[config.mk]
export PLATFORM = sky130hd
export DESIGN_NAME = bus_cmd_ctrl
export DESIGN_NICKNAME = d
export VERILOG_FILES = /design/src/rtl/bus_cmd_pkg.sv /design/src/rtl/bus_stat_decode.sv /design/src/rtl/bus_phase_seq.sv /design/src/rtl/bus_aen_gate.sv /design/src/rtl/bus_cmd_ctrl.sv
export SDC_FILE = /design/constraint.sdc
export NUM_CORES = 1
export LEC_CHECK = 0
export ABC_AREA = 1
export CAP_MARGIN = 20
export CORE_AREA = 2 2 39 41
export CTS_CLUSTER_DIAMETER = 200
export CTS_CLUSTER_SIZE = 40
export DETAILED_ROUTE_END_ITERATION = 12
export DIE_AREA = 0 0 41 43
export DONT_BUFFER_PORTS = 1
export PLACE_DENSITY_LB_ADDON = 0.15
export SETUP_SLACK_MARGIN = 0.4
export SYNTH_ARGS = -nofsm -noshare
export SYNTH_HDL_FRONTEND = slang
export SYNTH_SLANG_ARGS = --single-unit
[constraint.sdc]
create_clock -name clk -period 1.61 [get_ports clk]
set_input_delay 0.161 -clock clk [delete_from_list [all_inputs] [get_ports clk]]
set_output_delay 0.161 -clock clk [all_outputs]
set_load 0.03 [all_outputs]
[src/rtl/bus_cmd_pkg.sv]
package bus_cmd_pkg;
    typedef enum logic [1:0] {
        PH_IDLE  = 2'd0,
        PH_ADDR  = 2'd1,
        PH_EARLY = 2'd2,
        PH_LATE  = 2'd3
    } bus_phase_e;

    localparam logic [2:0] ST_INTA    = 3'b000;
    localparam logic [2:0] ST_IORD    = 3'b001;
    localparam logic [2:0] ST_IOWR    = 3'b010;
    localparam logic [2:0] ST_HALT    = 3'b011;
    localparam logic [2:0] ST_FETCH   = 3'b100;
    localparam logic [2:0] ST_MRD     = 3'b101;
    localparam logic [2:0] ST_MWR     = 3'b110;
    localparam logic [2:0] ST_PASSIVE = 3'b111;

    localparam int CMD_W    = 7;
    localparam int C_MRD    = 0;
    localparam int C_MWR    = 1;
    localparam int C_AMWR   = 2;
    localparam int C_IORD   = 3;
    localparam int C_IOWR   = 4;
    localparam int C_AIOWR  = 5;
    localparam int C_INTA   = 6;

    typedef struct packed {
        logic inta;
        logic iord;
        logic iowr;
        logic mrd;
        logic mwr;
        logic halt;
        logic write;
    } stat_dec_t;
endpackage

[src/rtl/bus_stat_decode.sv]
module bus_stat_decode
    import bus_cmd_pkg::*;
(
    input  logic [2:0] code_i,
    output stat_dec_t  dec_o
);
    always_comb begin
        dec_o       = '0;
        dec_o.inta  = (code_i == ST_INTA);
        dec_o.iord  = (code_i == ST_IORD);
        dec_o.iowr  = (code_i == ST_IOWR);
        dec_o.halt  = (code_i == ST_HALT);
        dec_o.mrd   = (code_i == ST_FETCH) || (code_i == ST_MRD);
        dec_o.mwr   = (code_i == ST_MWR);
        dec_o.write = dec_o.iowr || dec_o.mwr;
    end
endmodule

[src/rtl/bus_phase_seq.sv]
module bus_phase_seq
    import bus_cmd_pkg::*;
(
    input  logic       clk,
    input  logic       rst_n,
    input  logic [2:0] stat_i,
    output bus_phase_e phase_o,
    output logic [2:0] code_o
);
    typedef struct packed {
        bus_phase_e phase;
        logic [2:0] code;
    } seq_t;

    seq_t seq_d, seq_q;

    always_comb begin
        seq_d = seq_q;
        unique case (seq_q.phase)
            PH_IDLE: begin
                if (stat_i != ST_PASSIVE) begin
                    seq_d.phase = PH_ADDR;
                    seq_d.code  = stat_i;
                end
            end
            PH_ADDR:  seq_d.phase = PH_EARLY;
            PH_EARLY: seq_d.phase = (stat_i == ST_PASSIVE) ? PH_IDLE : PH_LATE;
            PH_LATE:  seq_d.phase = (stat_i == ST_PASSIVE) ? PH_IDLE : PH_LATE;
            default:  seq_d.phase = PH_IDLE;
        endcase
        if (seq_d.phase == PH_IDLE) seq_d.code = ST_PASSIVE;
    end

    always_ff @(posedge clk or negedge rst_n) begin
        if (!rst_n) begin
            seq_q.phase <= PH_IDLE;
            seq_q.code  <= ST_PASSIVE;
        end else begin
            seq_q <= seq_d;
        end
    end

    assign phase_o = seq_q.phase;
    assign code_o  = seq_q.code;


    addr_phase_once_chk: assert property (@(posedge clk) disable iff (!rst_n)
        (seq_q.phase == PH_ADDR) |=> (seq_q.phase == PH_EARLY));
endmodule

[src/rtl/bus_aen_gate.sv]
module bus_aen_gate #(
    parameter int AEN_DLY = 3
) (
    input  logic clk,
    input  logic rst_n,
    input  logic addr_en_n_i,
    output logic rdy_o
);
    localparam int CW = (AEN_DLY < 1) ? 1 : $clog2(AEN_DLY + 1);
    localparam logic [CW-1:0] LIMIT = CW'(AEN_DLY);

    logic [CW-1:0] cnt_d, cnt_q;

    always_comb begin
        cnt_d = cnt_q;
        if (addr_en_n_i)        cnt_d = '0;
        else if (cnt_q != LIMIT) cnt_d = cnt_q + 1'b1;
    end

    always_ff @(posedge clk or negedge rst_n) begin
        if (!rst_n) cnt_q <= '0;
        else        cnt_q <= cnt_d;
    end

    assign rdy_o = !addr_en_n_i && (cnt_q == LIMIT);

    generate
        if (AEN_DLY > 0) begin : g_dly_chk

            aen_wait_chk: assert property (@(posedge clk) disable iff (!rst_n)
                rdy_o |-> $past(!addr_en_n_i));
        end
    endgenerate
endmodule

[src/rtl/bus_cmd_ctrl.sv]
module bus_cmd_ctrl
    import bus_cmd_pkg::*;
#(
    parameter int AEN_DLY = 3
) (
    input  logic             clk,
    input  logic             rst_n,
    input  logic [2:0]       stat_i,
    input  logic             cmd_en_i,
    input  logic             addr_en_n_i,
    input  logic             io_mode_i,
    output logic             ale_o,
    output logic             den_o,
    output logic             dt_tx_o,
    output logic [CMD_W-1:0] cmd_n_o,
    output logic [CMD_W-1:0] cmd_oe_o
);
    bus_phase_e       phase;
    logic [2:0]       code;
    stat_dec_t        dec;
    logic             gate_rdy;
    logic             io_ok;
    logic             early, late;
    logic [CMD_W-1:0] act;

    bus_phase_seq u_seq (
        .clk    (clk),
        .rst_n  (rst_n),
        .stat_i (stat_i),
        .phase_o(phase),
        .code_o (code)
    );

    bus_stat_decode u_dec (
        .code_i(code),
        .dec_o (dec)
    );

    bus_aen_gate #(.AEN_DLY(AEN_DLY)) u_gate (
        .clk        (clk),
        .rst_n      (rst_n),
        .addr_en_n_i(addr_en_n_i),
        .rdy_o      (gate_rdy)
    );

    always_comb begin
        early = (phase == PH_EARLY) || (phase == PH_LATE);
        late  = (phase == PH_LATE);
        act          = '0;
        act[C_MRD]   = early && dec.mrd;
        act[C_MWR]   = late  && dec.mwr;
        act[C_AMWR]  = early && dec.mwr;
        act[C_IORD]  = early && dec.iord;
        act[C_IOWR]  = late  && dec.iowr;
        act[C_AIOWR] = early && dec.iowr;
        act[C_INTA]  = early && dec.inta;
    end

    assign io_ok   = io_mode_i || gate_rdy;
    assign cmd_n_o = ~(act & {CMD_W{cmd_en_i}});
    assign ale_o   = (phase == PH_ADDR);
    assign den_o   = early && !dec.halt && cmd_en_i;
    assign dt_tx_o = (phase != PH_IDLE) && dec.write;

    always_comb begin
        for (int i = 0; i < CMD_W; i++) begin
            cmd_oe_o[i] = (i >= C_IORD && i <= C_AIOWR) ? io_ok : gate_rdy;
        end
    end


    passive_quiet_chk: assert property (@(posedge clk) disable iff (!rst_n)
        (stat_i == ST_PASSIVE && phase != PH_ADDR) |=> (&cmd_n_o && !ale_o));


    ale_pulse_chk: assert property (@(posedge clk) disable iff (!rst_n)
        ale_o |=> !ale_o);


    late_write_chk: assert property (@(posedge clk) disable iff (!rst_n)
        (!cmd_n_o[C_MWR] && $past(cmd_en_i)) |-> $past(!cmd_n_o[C_AMWR]));


    cmd_count_chk: assert property (@(posedge clk) disable iff (!rst_n)
        $countones(~cmd_n_o) <= 2);
endmodule

==> impl_metrics.csv <==
group,metric,value,unit
timing,setup_viol,0,
clock_network,root_buffer,"clkbuf_4",
global_route,grt_pass1_vias,380,
timing,fmax,679.7,MHz
worst_setup_path,worstPathBufferInverterCount,2,
worst_setup_path,crit_start,"u_seq.code_o[1]",
drt,drc,0,
placed_design,dp_hpwl,644.6,um
min_path,hold_path_class,"input port to flop",
drt,firstDrtPassIters,4,
logic_synthesis,seq_area_frac_synth,0.3783,
logic_synthesis,synth_area_leaders,"dfrtp_1, dfstp_2, nand3_1",
placed_design,gp_congestion,0.6946,
worst_setup_path,cp_slowest_cell,"dfstp_2",
worst_setup_path,r2r_start,"u_gate.cnt_q[0]",
global_route,grt-ovfl-total,0,
final_layout,fin_area,718.2,um2
timing,skew,0.004016,ns
clock_network,clk_latency,0.25,ns
timing,rsz0062_at_grt,"true",
logic_synthesis,synth-edff-count,0,
global_route,grt_pass1_wl,1.462,mm
timing,fin_crit_sh,0.9138,
logic_synthesis,synth_warnings,0,
final_layout,final_nets,86,
final_layout,area_delta_synth_final,51.85,%
final_layout,fillCellCount,130,
worst_setup_path,crit_path_cell_trace,"buf_4 -> nand2_1 -> nor2_1 -> nor3_2 -> buf_4",
worst_setup_path,worstSetupStartpointType,"flop",
power,finalPower,1.409,mW
power,powerDensity,1962,nW/um2
logic_synthesis,synth_common_cells,"nand2_1, nand3_1, inv_1",
timing,final.setup.worst_slack,0.1387,ns
global_route,grt_max_degree,8,
floorplanning,initial_utilization,0.3418,
drt,num_vias,449,
logic_synthesis,syn_area_per_cell,7.390,um2
logic_synthesis,synth_ff_type,"dfrtp_1",
run_status,status,"completed",
floorplanning,die-area,1763,um2
logic_synthesis,yosysTopAreaCell,"dfrtp_1",
final_layout,fin_util,0.5190,
worst_setup_path,worstPathMaxFanout,3,
logic_synthesis,synth_fp_nets,73,
worst_setup_path,slowest_delay,0.55,ns
timing,drv_slew,0,
logic_synthesis,syn-instance-count,64,
clock_network,cts_tree,"yes",
worst_setup_path,crit_top_cell,"buf_4",
worst_setup_path,arrival,1.31,ns
final_layout,n_antenna_cell,0,
drt,drt-total-wl,975,um
floorplanning,die_height,43,um
timing,relSlewSlack,0.7446,
global_route,grt_use_total,0.1218,
logic_synthesis,synthArstFlopShare,1.000,
clock_network,htreeDepth,1,
timing,fin_crit,1.471,ns
placed_design,placed_area,473.0,um2
final_layout,layout-drive-gt1-share,0.5395,
clock_network,path_clk_slew,0.05,ns
placed_design,pre_cts_slack,0.3560,ns
worst_setup_path,crit_type,"flop to primary output",
drt,wl_per_cell,10.60,um
timing,final.setup.tns,0,ns
power,peakVddDrop,0.8067,mV
drt,route.antenna.remaining_nets,0,
worst_setup_path,cp_data_required_time,1.45,ns
power,leakage,0.3159,nW
global_route,grt_antenna_before_repair,0,
timing,tightest_slew,0.3820,ns
timing,hold_viol,0,
logic_synthesis,ys_seq_elements,7,
clock_network,cts_buffers,3,
clock_network,cts.sinks,7,
clock_network,clockBufferDepth,2,
final_layout,final-seq-area,180.2,um2
worst_setup_path,cp-end-kind,"primary output",
drt,first_iter_violations,11,
placed_design,port_buffers,0,
logic_synthesis,synth.top_cell.area_share,0.2116,
drt,detail_route.vias_per_cell,4.880,
worst_setup_path,critPathTopFamily,"flip-flops",
final_layout,multi_input_area,312.8,um2
floorplanning,pin_count,25,
floorplanning,die_w,41,um
logic_synthesis,syn_area,473.0,um2
floorplanning,rows,14,
logic_synthesis,synth.distinct_cells,17,
flow_run,max_cap_viol_count,0,
floorplanning,coreArea,1384,um2
min_path,min_from,"stat_i[1]",
[final timing paths]
kind / to / slack, ns / cells past startpoint
worst max-delay path: den_o / 0.14 / 5
worst min-delay path: u_seq.code_o[1] / 0.02 / 2
worst max register to register: u_gate.cnt_q[0] / 0.57 / 5
worst min register to register: u_gate.cnt_q[0] / 0.55 / 2
max in group asynchronous: u_seq.code_o[1] / 1.11 / 1
min in group asynchronous: u_gate.cnt_q[0] / 0.22 / 1
[cells by family after synthesis]
logic type      count (synthesis)  share of synthesized area
buf+inv                        16                     0.1825
flops                           7                     0.3783
simple gates                   37                     0.3809
fa+ha+maj                       1                    0.02645
compound gates                  3                    0.03174
[state kept, by name (all words and copies together) (netlist names)]
signal / flops
u_gate.cnt_q: 2
u_seq.code_o: 3
u_seq.phase_o: 2
[worst register-to-register path, cell delays in order (launching register included)]
cell,delay (ns)
dfrtp_1,0.38
ha_2,0.19
buf_4,0.13
inv_1,0.07
o21ai_0,0.08
a21oi_1,0.11
[metal layers]
layer	vias to the layer above	part of all wire	global-route usage
met3	3	0.053	0.01571
met4	0	0.026	0.08000
met5	-	0	0
met1	205	0.38	0.1433
li1	224	-	-
met2	17	0.54	0.1938
[placed cells by master (no fill, tap or decap)]
| cell type | n |
|---|---|
| dfstp_2 | 3 |
| buf_4 | 10 |
| inv_2 | 2 |
| clkbuf_1 | 1 |
| clkinvlp_4 | 1 |
| inv_1 | 5 |
| buf_12 | 1 |
| nor3_2 | 1 |
| a21oi_1 | 1 |
| nand2_2 | 1 |
| clkbuf_4 | 3 |
| nor2_2 | 1 |
| o21ai_0 | 2 |
| nand3_1 | 7 |
| nor2_1 | 3 |
| nand2_1 | 10 |
| nand3_4 | 5 |
| inv_4 | 1 |
| dlygate4sd3_1 | 1 |
| dfrtp_2 | 1 |
| ha_2 | 1 |
| or2_4 | 1 |
| nand2_4 | 2 |
| dfrtp_1 | 3 |
| nor2_4 | 4 |
| buf_6 | 3 |
| nand4_1 | 2 |
[final cells by class]
cell class | count | share of cell area
clock buffer | 4 | 0.03659
inverter | 9 | 0.05575
multi-input combinational | 41 | 0.4355
sequential | 7 | 0.2509
tap | 16 | 0.02787
timing repair buffer | 15 | 0.1934
[what timing repair did]
| action | in CTS | in global routing |
|---|---|---|
| setup endpoints to repair | 17 | 16 |
| buffers inserted | 8 | 3 |
| hold buffers | 1 | 0 |
| pin swaps | 6 | 6 |
| resized for setup | 21 | 8 |
| hold endpoints to repair | 7 | 0 |
[per-stage QoR]
stage | hold WS [ns] | std cells
finish | 0.01724 | 92
global route | 0.02514 | 92
CTS | 0.008029 | 89
detailed placement | -0.1344 | 76
global placement | -0.1344 | 76
floorplan | -0.1346 | 64
[where the power goes]
| group | total, mW | internal (mW) | leakage, nW | switching [mW] |
|---|---|---|---|---|
| Combinational | 0.858 | 0.348 | 0.223 | 0.510 |
| Sequential | 0.389 | 0.281 | 0.0777 | 0.108 |
| Clock | 0.163 | 0.0948 | 0.0150 | 0.0680 |
Note: power is estimated with default switching activity, not from simulation.
